==> src/rtl/edge_cal_pkg.sv <==
package edge_cal_pkg;
  localparam int unsigned CAL_NUM_LINES = 10;
  localparam int unsigned CAL_IDX_W     = 6;

  typedef enum logic {
    POL_FALL = 1'b0,
    POL_RISE = 1'b1
  } edge_pol_e;

  typedef enum logic [1:0] {
    CAP_IDLE  = 2'd0,
    CAP_ARMED = 2'd1,
    CAP_DONE  = 2'd2
  } cap_state_e;
endpackage

==> src/rtl/line_sync.sv <==
module line_sync #(
  parameter int unsigned W      = 10,
  parameter int unsigned STAGES = 2
) (
  input  logic         clk,
  input  logic         rst_n,
  input  logic [W-1:0] d_i,
  output logic [W-1:0] q_o
);
  localparam int unsigned LAST = STAGES - 1;

  genvar b;
  generate
    for (b = 0; b < W; b++) begin : g_bit
      logic [STAGES-1:0] chain_q;
      logic [STAGES-1:0] chain_d;

      always_comb begin
        chain_d = {chain_q[STAGES-2:0], d_i[b]};
      end

      always_ff @(posedge clk or negedge rst_n) begin
        if (!rst_n) begin
          chain_q <= '0;
        end else begin
          chain_q <= chain_d;
        end
      end

      assign q_o[b] = chain_q[LAST];
    end
  endgenerate
endmodule

==> src/rtl/phase_counter.sv <==
module phase_counter #(
  parameter int unsigned IDX_W = 6
) (
  input  logic             clk,
  input  logic             rst_n,
  input  logic [IDX_W-1:0] div_i,
  output logic [IDX_W-1:0] idx_o
);
  localparam logic [IDX_W-1:0] ONE = IDX_W'(1);

  logic [IDX_W-1:0] idx_q;
  logic [IDX_W-1:0] idx_d;
  logic             at_end;

  always_comb begin
    at_end = (div_i <= ONE) || (idx_q >= (div_i - ONE));
    if (at_end) begin
      idx_d = '0;
    end else begin
      idx_d = idx_q + ONE;
    end
  end

  always_ff @(posedge clk or negedge rst_n) begin
    if (!rst_n) begin
      idx_q <= '0;
    end else begin
      idx_q <= idx_d;
    end
  end

  assign idx_o = idx_q;

  assert_idx_bound_R1: assert property (@(posedge clk) disable iff (!rst_n)
    (div_i > ONE) |=> (idx_q < $past(div_i)))
    else $error("phase index beyond period");

  assert_idx_wrap_R1: assert property (@(posedge clk) disable iff (!rst_n)
    ((div_i > ONE) && (idx_q == div_i - ONE)) |=> (idx_q == '0))
    else $error("phase index did not wrap");

  assert_idx_hold_R1: assert property (@(posedge clk) disable iff (!rst_n)
    (div_i <= ONE) |=> (idx_q == '0))
    else $error("phase index moved with trivial divisor");
endmodule

==> src/rtl/edge_capture.sv <==
module edge_capture
  import edge_cal_pkg::*;
#(
  parameter int unsigned NLINES = 10,
  parameter int unsigned SEL_W  = 4,
  parameter int unsigned IDX_W  = 6
) (
  input  logic              clk,
  input  logic              rst_n,
  input  logic [NLINES-1:0] sync_i,
  input  logic [SEL_W-1:0]  sel_i,
  input  logic              en_i,
  input  edge_pol_e         pol_i,
  input  logic [IDX_W-1:0]  idx_i,
  output logic [IDX_W-1:0]  cap_idx_o,
  output logic              cap_vld_o
);
  localparam logic [SEL_W:0] NLINES_L = (SEL_W+1)'(NLINES);

  logic [NLINES-1:0] prev_q;
  logic              en_d_q;
  cap_state_e        state_q, state_d;
  logic [IDX_W-1:0]  cap_idx_q, cap_idx_d;
  logic              cap_vld_q, cap_vld_d;

  logic sel_ok;
  logic cur_bit;
  logic old_bit;
  logic hit;
  logic arm_rise;

  always_comb begin
    cur_bit = 1'b0;
    old_bit = 1'b0;
    for (int i = 0; i < int'(NLINES); i++) begin
      if (sel_i == SEL_W'(i)) begin
        cur_bit = sync_i[i];
        old_bit = prev_q[i];
      end
    end
  end

  always_comb begin
    sel_ok   = ({1'b0, sel_i} < NLINES_L);
    arm_rise = en_i && !en_d_q;
    if (pol_i == POL_RISE) begin
      hit = sel_ok && cur_bit && !old_bit;
    end else begin
      hit = sel_ok && !cur_bit && old_bit;
    end
  end

  always_comb begin
    state_d   = state_q;
    cap_idx_d = cap_idx_q;
    cap_vld_d = cap_vld_q;
    if (!en_i) begin
      state_d = CAP_IDLE;
    end else if (arm_rise) begin
      state_d   = CAP_ARMED;
      cap_vld_d = 1'b0;
    end else if ((state_q == CAP_ARMED) && hit) begin
      state_d   = CAP_DONE;
      cap_idx_d = idx_i;
      cap_vld_d = 1'b1;
    end
  end

  always_ff @(posedge clk or negedge rst_n) begin
    if (!rst_n) begin
      prev_q    <= '0;
      en_d_q    <= 1'b0;
      state_q   <= CAP_IDLE;
      cap_idx_q <= '0;
      cap_vld_q <= 1'b0;
    end else begin
      prev_q    <= sync_i;
      en_d_q    <= en_i;
      state_q   <= state_d;
      cap_idx_q <= cap_idx_d;
      cap_vld_q <= cap_vld_d;
    end
  end

  assign cap_idx_o = cap_idx_q;
  assign cap_vld_o = cap_vld_q;

  assert_first_only_R6: assert property (@(posedge clk) disable iff (!rst_n)
    (cap_vld_q && !arm_rise) |=> (cap_vld_q && $stable(cap_idx_q)))
    else $error("reading changed after first capture");

  assert_hold_disabled_R7: assert property (@(posedge clk) disable iff (!rst_n)
    !en_i |=> ($stable(cap_idx_q) && $stable(cap_vld_q)))
    else $error("reading changed while disabled");

  assert_rearm_clear_R7: assert property (@(posedge clk) disable iff (!rst_n)
    arm_rise |=> !cap_vld_q)
    else $error("re-arm did not clear valid");

  assert_bad_sel_R3: assert property (@(posedge clk) disable iff (!rst_n)
    !sel_ok |=> !$rose(cap_vld_q))
    else $error("capture with out-of-range select");
endmodule

==> src/rtl/line_resampler.sv <==
module line_resampler #(
  parameter int unsigned NLINES = 10,
  parameter int unsigned IDX_W  = 6
) (
  input  logic              clk,
  input  logic              rst_n,
  input  logic [NLINES-1:0] sync_i,
  input  logic [IDX_W-1:0]  idx_i,
  input  logic              adj_en_i,
  input  logic [IDX_W-1:0]  adj_idx_i,
  output logic [NLINES-1:0] lines_o
);
  logic [NLINES-1:0] hold_q, hold_d;
  logic              take;

  always_comb begin
    take   = (idx_i == adj_idx_i);
    hold_d = take ? sync_i : hold_q;
  end

  always_ff @(posedge clk or negedge rst_n) begin
    if (!rst_n) begin
      hold_q <= '0;
    end else begin
      hold_q <= hold_d;
    end
  end

  always_comb begin
    if (adj_en_i) begin
      lines_o = hold_q;
    end else begin
      lines_o = sync_i;
    end
  end

  assert_sample_only_at_index_R10: assert property (@(posedge clk) disable iff (!rst_n)
    (idx_i != adj_idx_i) |=> $stable(hold_q))
    else $error("resample register changed off index");
endmodule

==> src/rtl/edge_cal_sampler.sv <==
module edge_cal_sampler
  import edge_cal_pkg::*;
#(
  parameter int unsigned NLINES = CAL_NUM_LINES,
  parameter int unsigned IDX_W  = CAL_IDX_W,
  localparam int unsigned SEL_W = $clog2(NLINES),
  localparam int unsigned SET_W = SEL_W + 4
) (
  input  logic              clk,
  input  logic              rst_n,
  input  logic [IDX_W-1:0]  period_div,
  input  logic [NLINES-1:0] lines_in,
  input  logic [SEL_W-1:0]  cal_sel,
  input  logic              cal_enable,
  input  logic              cal_rising,
  input  logic              adj_enable,
  input  logic [IDX_W-1:0]  adj_index,
  output logic [IDX_W-1:0]  cal_index,
  output logic              cal_valid,
  output logic [SET_W-1:0]  setup_echo,
  output logic [NLINES-1:0] lines_out
);
  logic [NLINES-1:0] sync_lines;
  logic [IDX_W-1:0]  phase_idx;
  logic [SET_W-1:0]  echo_q, echo_d;
  edge_pol_e         pol;

  assign pol = cal_rising ? POL_RISE : POL_FALL;

  line_sync #(.W(NLINES), .STAGES(2)) u_sync (
    .clk   (clk),
    .rst_n (rst_n),
    .d_i   (lines_in),
    .q_o   (sync_lines)
  );

  phase_counter #(.IDX_W(IDX_W)) u_phase (
    .clk   (clk),
    .rst_n (rst_n),
    .div_i (period_div),
    .idx_o (phase_idx)
  );

  edge_capture #(.NLINES(NLINES), .SEL_W(SEL_W), .IDX_W(IDX_W)) u_cap (
    .clk       (clk),
    .rst_n     (rst_n),
    .sync_i    (sync_lines),
    .sel_i     (cal_sel),
    .en_i      (cal_enable),
    .pol_i     (pol),
    .idx_i     (phase_idx),
    .cap_idx_o (cal_index),
    .cap_vld_o (cal_valid)
  );

  line_resampler #(.NLINES(NLINES), .IDX_W(IDX_W)) u_resamp (
    .clk       (clk),
    .rst_n     (rst_n),
    .sync_i    (sync_lines),
    .idx_i     (phase_idx),
    .adj_en_i  (adj_enable),
    .adj_idx_i (adj_index),
    .lines_o   (lines_out)
  );

  always_comb begin
    echo_d = {1'b0, cal_rising, adj_enable, cal_enable, cal_sel};
  end

  always_ff @(posedge clk or negedge rst_n) begin
    if (!rst_n) begin
      echo_q <= '0;
    end else begin
      echo_q <= echo_d;
    end
  end

  assign setup_echo = echo_q;

  assert_echo_tracks_R8: assert property (@(posedge clk) disable iff (!rst_n)
    1'b1 |=> (setup_echo[3:0] == $past(cal_sel) && setup_echo[4] == $past(cal_enable)
              && setup_echo[6] == $past(cal_rising) && !setup_echo[7]))
    else $error("setup echo mismatch");
endmodule

==> config.mk <==
export PLATFORM = sky130hd
export DESIGN_NAME = edge_cal_sampler
export DESIGN_NICKNAME = d
export VERILOG_FILES = /design/src/rtl/edge_cal_pkg.sv /design/src/rtl/line_sync.sv /design/src/rtl/phase_counter.sv /design/src/rtl/edge_capture.sv /design/src/rtl/line_resampler.sv /design/src/rtl/edge_cal_sampler.sv
export SDC_FILE = /design/constraint.sdc
export NUM_CORES = 1
export LEC_CHECK = 0
export ABC_AREA = 0
export BUFFER_PORTS_ARGS = -buffer_cell sky130_fd_sc_hd__buf_2
export CAP_MARGIN = 20
export CORE_MARGIN = 4
export CORE_UTILIZATION = 55
export DETAILED_ROUTE_END_ITERATION = 8
export PLACE_DENSITY = 0.8
export SLEW_MARGIN = 30
export SYNTH_ARGS = -nofsm -noshare
export SYNTH_HDL_FRONTEND = slang
export SYNTH_HIERARCHICAL = 1
export SYNTH_SLANG_ARGS = --single-unit
==> constraint.sdc <==
create_clock -name clk -period 2.65 [get_ports clk]
set_clock_uncertainty 0.05 [all_clocks]
set_input_delay 0.795 -clock clk [delete_from_list [all_inputs] [get_ports clk]]
set_output_delay 0.795 -clock clk [all_outputs]
set_load 0.02 [all_outputs]
==> implementation parameters, run 1 <==
Parameter                              Value

Clock tree
  CTS tree    done
  Inserted Clock Buffers    9
  Clock Pin Slew Worst Setup and Hold Paths    about 60 ps
  Quantity of hold-fixing buffers added after cts    0
  Number of H-tree branching levels    3
  Clock latency on the worst-skew pair    320 ps
  Sinks on the clock net    63
  Root buffer cell    sky130_fd_sc_hd__clkbuf_8
  Buffer levels on the longest clock path    2

GRT
  Initial antenna violation count    0
  Grt ovf    0
  Number of global-route vias before repair    about 1,700
  Global-route total usage across every layer    0.168
  Wire length of the first global-routing pass    approximately 8000 um
  Maximum number of pins on one net before global-route repair    64

Setup path
  Critical-path maximum fanout    13
  WP data arrival    2730 ps
  Required time of the critical path    approximately 2800 ps
  Launching element type of the critical path    input pin
  Critical path class    input pin to register
  Critical Path Sink Type    register

Timing
  Sum of negative setup slack    0 ps
  RSZ-0062 raised after global routing    false
  Final hold violation count    0
  Slew Viols, Final    0
  Period minus WS final    about 2600 ps
  Setup violators final    0
  Part of the cycle the worst path needs    0.971
  Maximum clock frequency    388 MHz

Synth
  Synth warn    6
  Post-Synthesis Cells    between 200 and 250
  Sequential cell area fraction in the yosys report    0.549
  Yosys cell types    48
  Net count after synthesis    ~260
  Commonest register cell after synthesis    sky130_fd_sc_hd__dfrtp_1
  Post-synthesis average cell area    between 10 and 15 um2
  Async set-or-reset flop fraction in the synthesized netlist    1.00
  Number of storage elements in the synthesis netlist    63
  Number of enable-type register cells in the synthesized netlist    0
  Mapped cell area    about 0.0029 mm2

Place
  Detailed placer's ending HPWL    ~3500 um
  Buffers on Ports    54
  Last weighted congestion value of the routability-driven placer    around 0.81
  Post-Place Cells    336

Layout
  Proportion of layout cells with a drive suffix above 1    0.425
  Area occupied by multi-input gates    around 0.0011 mm2
  Area growth from synthesis to layout    16.8%
  Final layout net count    317
  Post-route insts no fill    350
  Filler cell count    roughly 410
  Most common library cell in the layout ignoring fill and taps    sky130_fd_sc_hd__dfrtp_1
  Top library cells by usage in the layout, fill and taps aside    sky130_fd_sc_hd__dfrtp_1, sky130_fd_sc_hd__buf_2, sky130_fd_sc_hd__mux2_2
  Ant diodes    0
  Area taken by flip-flops and latches    0.00158 mm2

Min path
  Path type of the worst min-delay path    register to register

Floorplan
  Die boundary width    between 80 and 90 um
  Initial standard-cell utilization of the core    0.566
  Die Span Y    roughly 80 um
  Placeable core region    0.00507 mm2
  Die ar.    between 0.006 and 0.007 mm2
  Row cnt    26
  Number of I/O pins    56

Drt
  Total number of vias    between 1,500 and 2,000
  Via density per instance    5.07
  Routed wire per std cell    ~14 um
  WL final    between 4000 and 5000 um
  DRC violation count after routing    0
  Initial DRC count    just under 80
  First drt pass iteration count    4
  DRT antenna net count    0

Status
  Status    completed

Power
  Power density relative to cell area    a little under 800 mW/mm2
  Maximum resistive drop on vdd    0.480 mV
  Static leakage    ~1.6 nW

Job
  Number of max-cap violations    0
Yosys cell counts (all sizes together), types with 3 or more instances:
library cell  instances  area share
dfrtp                63        0.55
mux2                 27        0.11
buf                  17       0.047
ha                    9       0.039
inv                   9       0.012
nand2                 9       0.012
a211oi                7       0.020
nand3                 7       0.016
o21ai                 7       0.013
xor2                  7       0.021
nor2                  6      0.0078
xnor2                 6       0.018
a21oi                 5      0.0087
nand4b                4       0.012
mux2i                 3       0.010
nand2b                3      0.0083
nand3b                3      0.0078
nor2b                 3      0.0065
or3                   3       0.010
state kept, by name (all words and copies together) (netlist names):
name / count
u_cap/cap_idx_o: 6
u_resamp/hold_q: 10
u_phase/idx_o: 6
u_cap/en_d_q: 1
setup_echo: 7
u_sync/g_bit.chain_q: 20
u_cap/state_q: 2
u_cap/prev_q: 10
u_cap/cap_vld_o: 1
path summary, 6_finish.rpt:
path / from / cells after the start / slack (ps) / end
hold / removal: u_sync/g_bit[5].chain_q[0]$_DFF_PN0_ / 0 / 300 / u_sync/g_bit[5].chain_q[1]$_DFF_PN0_
setup / recovery: cal_sel[0] / 7 / 80 / u_cap/cap_idx_o[4]$_DFFE_PN0P_
setup reg to reg: u_sync/g_bit[1].chain_q[1]$_DFF_PN0_ / 7 / 400 / u_cap/cap_idx_o[4]$_DFFE_PN0P_
max in group asynchronous: rst_n / 2 / 1860 / u_resamp/hold_q[0]$_DFFE_PN0N_
min in group asynchronous: rst_n / 2 / 410 / u_resamp/hold_q[2]$_DFFE_PN0N_
hold reg to reg: u_sync/g_bit[5].chain_q[0]$_DFF_PN0_ / 0 / 300 / u_sync/g_bit[5].chain_q[1]$_DFF_PN0_
area by class of cell:
cell class              instances  share of cell area
flip-flops and latches         63               0.470
multi-input cells             129               0.335
repair buffers                 65               0.110
clock buffers                  13              0.0474
well taps                      70              0.0261
inverters                       9              0.0101
clock inverters                 1             0.00149
through the flow:
step                instance area, um2  hold slack [ps]   util  setup WS [ps]  power, mW
detailed placement                3190              285  0.628           -297       1.95
global route                      3360              306  0.661          0.674       2.79
finish                            3360              296  0.661           75.9       2.61
CTS                               3350              298  0.660           52.9       2.66
global placement                  3190              282  0.628           -244       1.92
floorplan                         2880              281      -          -65.5       1.74
report_power, final:
group | switching, mW | internal (mW) | total, mW | leakage, nW
registers | 0.129 | 1.12 | 1.25 | 0.769
logic | 0.342 | 0.333 | 0.674 | 0.744
clock network | 0.309 | 0.379 | 0.688 | 0.0854
total | 0.780 | 1.83 | 2.61 | 1.60
worst max-delay path, stage by stage:
cell                       delay, ps
sky130_fd_sc_hd__clkbuf_4        200
sky130_fd_sc_hd__mux2_2          360
sky130_fd_sc_hd__a32oi_1         230
sky130_fd_sc_hd__o21ai_2          90
sky130_fd_sc_hd__or3_4           340
sky130_fd_sc_hd__a211o_4         400
sky130_fd_sc_hd__mux2_4          310
cells by family after synthesis:
| kind of cell | count (synthesis) | synth area share |
|---|---|---|
| buf+inv | 27 | 0.0605 |
| flops | 63 | 0.549 |
| xor+xnor | 13 | 0.0396 |
| mux | 30 | 0.124 |
| other cells | 1 | 0.00130 |
| compound gates | 30 | 0.0845 |
| simple gates | 46 | 0.102 |
| fa+ha+maj | 9 | 0.0392 |
per-layer routing:
metal  up-vias  share of wire  track usage
met3         6          0.068       0.0549
met5         -              0            0
met1       852           0.44        0.220
li1        874              -            -
met2        43           0.48        0.250
met4         0          0.014       0.0811
what timing repair did:
item                                    in CTS  in global routing
endpoints found under the setup margin       0                  6
buffers inserted                             0                  0
gates resized for setup                      0                  2
Power figures use the tool's default switching activity.
==> inputs of run 2 (changes only) <==
Settings changed: PLACE_DENSITY 0.8 to 0.83.
==> implementation parameters, run 2 (synthesized netlist as in run 1, its figures left out) <==
Parameter                              Value

Status
  Status    completed (unchanged)

Clock tree
  Inserted Clock Buffers    9 (unchanged)
  CTS tree    done (unchanged)
  Clock Pin Slew Worst Setup and Hold Paths    60 ps (about the same)
  Sinks on the clock net    63 (unchanged)
  Buffer levels on the longest clock path    2 (unchanged)
  Root buffer cell    sky130_fd_sc_hd__clkbuf_8 (unchanged)
  Clock latency on the worst-skew pair    330 ps (was 320 ps)
  Number of H-tree branching levels    3 (unchanged)
  Quantity of hold-fixing buffers added after cts    0 (unchanged)

Timing
  Final hold violation count    0 (unchanged)
  Maximum clock frequency    386 MHz (was 388 MHz)
  Slew Viols, Final    0 (unchanged)
  Setup violators final    0 (unchanged)
  Period minus WS final    2590 ps (was 2570 ps)
  Worst Slack Setup Final    58.3 ps (was 75.9 ps)
  RSZ-0062 raised after global routing    false (unchanged)
  Part of the cycle the worst path needs    0.978 (was 0.971)

Layout
  Filler cell count    367 (was 406)
  Post-layout utilization of the core    0.674 (was 0.661)
  Proportion of layout cells with a drive suffix above 1    0.434 (was 0.425)
  Regs by FF count    u_sync/g_bit.chain_q x20, u_cap/prev_q x10, u_resamp/hold_q x10 (unchanged)
  Flip-flop count of the largest register, all copies and words added    20 (unchanged)
  Ant diodes    0 (unchanged)
  Most common library cell in the layout ignoring fill and taps    sky130_fd_sc_hd__dfrtp_1 (unchanged)
  Most flops, register    u_sync/g_bit.chain_q (unchanged)
  Area growth from synthesis to layout    19.1% (was 16.8%)
  Top library cells by usage in the layout, fill and taps aside    sky130_fd_sc_hd__dfrtp_1, sky130_fd_sc_hd__buf_2, sky130_fd_sc_hd__mux2_2 (unchanged)
  Area occupied by multi-input gates    0.00112 mm2 (unchanged)
  Final layout net count    317 (unchanged)
  Area taken by flip-flops and latches    0.00158 mm2 (unchanged)

Drt
  WL final    4870 um (was 4780 um)
  Initial DRC count    84 (was 78)
  DRT antenna net count    0 (unchanged)
  First drt pass iteration count    4 (unchanged)
  Total number of vias    1,794 (was 1,775)
  Via density per instance    5.11 (was 5.07)
  DRC violation count after routing    0 (unchanged)
  Routed wire per std cell    13.9 um (was 13.7 um)

GRT
  Grt ovf    0 (unchanged)
  Number of global-route vias before repair    1,801 (was 1,737)
  Initial antenna violation count    0 (unchanged)
  Wire length of the first global-routing pass    8280 um (was 8160 um)
  Maximum number of pins on one net before global-route repair    64 (unchanged)
  Global-route total usage across every layer    0.173 (was 0.168)

Floorplan
  Die ar.    0.00645 mm2 (unchanged)
  Placeable core region    0.00507 mm2 (unchanged)
  Initial standard-cell utilization of the core    0.566 (unchanged)
  Die Span Y    80.3 um (unchanged)
  Number of I/O pins    56 (unchanged)
  Die boundary width    80.3 um (unchanged)
  Row cnt    26 (unchanged)

Place
  Last weighted congestion value of the routability-driven placer    0.797 (was 0.812)
  Detailed placer's ending HPWL    3480 um (was 3530 um)
  Minimum setup slack after placement    -285 ps (was -297 ps)
  Buffers on Ports    54 (unchanged)

Power
  Internal Dissipation    2.05 mW (was 1.83 mW)
  Power density relative to cell area    838 mW/mm2 (was 777 mW/mm2)
  Final Total Pwr    2.87 mW (was 2.61 mW)
  Share of total power in combinational logic    0.241 (was 0.258)
  Static leakage    1.63 nW (was 1.60 nW)
  Switching power    0.816 mW (was 0.780 mW)
  Switch share    0.285 (was 0.299)
  Maximum resistive drop on vdd    0.424 mV (was 0.480 mV)
  Sequential share of power    0.436 (was 0.478)
  Clock network power share    0.323 (was 0.264)

Job
  Number of max-cap violations    0 (unchanged)

Min path
  Hold wc startpoint    u_sync/g_bit[2].chain_q[0]$_DFF_PN0_ (was u_sync/g_bit[5].chain_q[0]$_DFF_PN0_)
  Path type of the worst min-delay path    register to register (unchanged)

Setup path
  Required time of the critical path    2810 ps (about the same)
  Reg-to-reg critical path startpoint    u_sync/g_bit[3].chain_q[1]$_DFF_PN0_ (was u_sync/g_bit[1].chain_q[1]$_DFF_PN0_)
  Launching element type of the critical path    input pin (unchanged)
  End point of the critical path    u_cap/cap_idx_o[2]$_DFFE_PN0P_ (was u_cap/cap_idx_o[4]$_DFFE_PN0P_)
  R2R depth    7 (unchanged)
  RR Endpoint    u_cap/cap_idx_o[2]$_DFFE_PN0P_ (was u_cap/cap_idx_o[4]$_DFFE_PN0P_)
  Critical-path maximum fanout    14 (was 13)
  Slack of the worst reg-to-reg path    370 ps (was 400 ps)
  Timing startpoint of the critical path    cal_sel[0] (unchanged)
  Critical Path Sink Type    register (unchanged)
  Critical path class    input pin to register (unchanged)
  WP data arrival    2750 ps (was 2730 ps)
run 2: cell count changes in the layout (fill, tap and decap cells not counted), sizes merged:
cell,delta
bufinv,+2
clkbuf,-1
run 2: per-stage QoR:
step	cell area [um2]	instances	hold slack, ps	setup TNS, ps
after floorplan	2880	219	281	-393
after global placement	3190	336	282	-1380
after detailed placement	3190	336	285	-1700
after CTS	3420	351	296	0
after global routing	3420	351	302	0
final	3420	351	296	0
run 2: final cells by class:
type | instances | area share
sequential | 63 | 0.461
multi-input combinational | 129 | 0.328
timing repair buffer | 65 | 0.108
clock buffer | 12 | 0.0483
tap | 70 | 0.0256
clock inverter | 3 | 0.0190
inverter | 9 | 0.00987
run 2: worst min-delay path by stage:
stage | cells after the start | end
after floorplan | 0 | u_sync/g_bit[0].chain_q[1]$_DFF_PN0_
after global placement | 0 | u_sync/g_bit[5].chain_q[1]$_DFF_PN0_
after detailed placement | 0 | u_sync/g_bit[0].chain_q[1]$_DFF_PN0_
after CTS | 0 | u_sync/g_bit[2].chain_q[1]$_DFF_PN0_
after global routing | 0 | u_sync/g_bit[2].chain_q[1]$_DFF_PN0_
final | 0 | u_sync/g_bit[2].chain_q[1]$_DFF_PN0_
run 2: per-layer routing:
layer | GRT usage | vias up | wire [um]
li1 | - | 873 | -
met3 | 0.0617 | 14 | 313
met5 | 0 | - | 0
met4 | 0.108 | 0 | 140
met2 | 0.258 | 48 | 2260
met1 | 0.212 | 859 | 2150
run 2: power by group through the flow:
stage	Sequential, mW	Combinational [mW]	Clock, mW
global placement	1.26	0.659	0
global route	1.27	0.762	1.01
floorplan	1.26	0.475	0
detailed placement	1.27	0.687	0
CTS	1.25	0.697	0.956
finish	1.25	0.690	0.926
run 2: repair_timing:
| action | CTS | global route |
|---|---|---|
| endpoints found under the setup margin | 0 | 6 |
| resized for setup | 0 | 2 |
| setup buffers | 0 | 0 |
run 2: critical path, stage by stage:
cell and delay (ps):
sky130_fd_sc_hd__clkbuf_4 180, sky130_fd_sc_hd__buf_4 160, sky130_fd_sc_hd__nand2b_2 170, sky130_fd_sc_hd__nand3_1 80, sky130_fd_sc_hd__o311ai_1 90, sky130_fd_sc_hd__and3_1 180
sky130_fd_sc_hd__or3_4 380, sky130_fd_sc_hd__a211o_4 390, sky130_fd_sc_hd__mux2_4 320
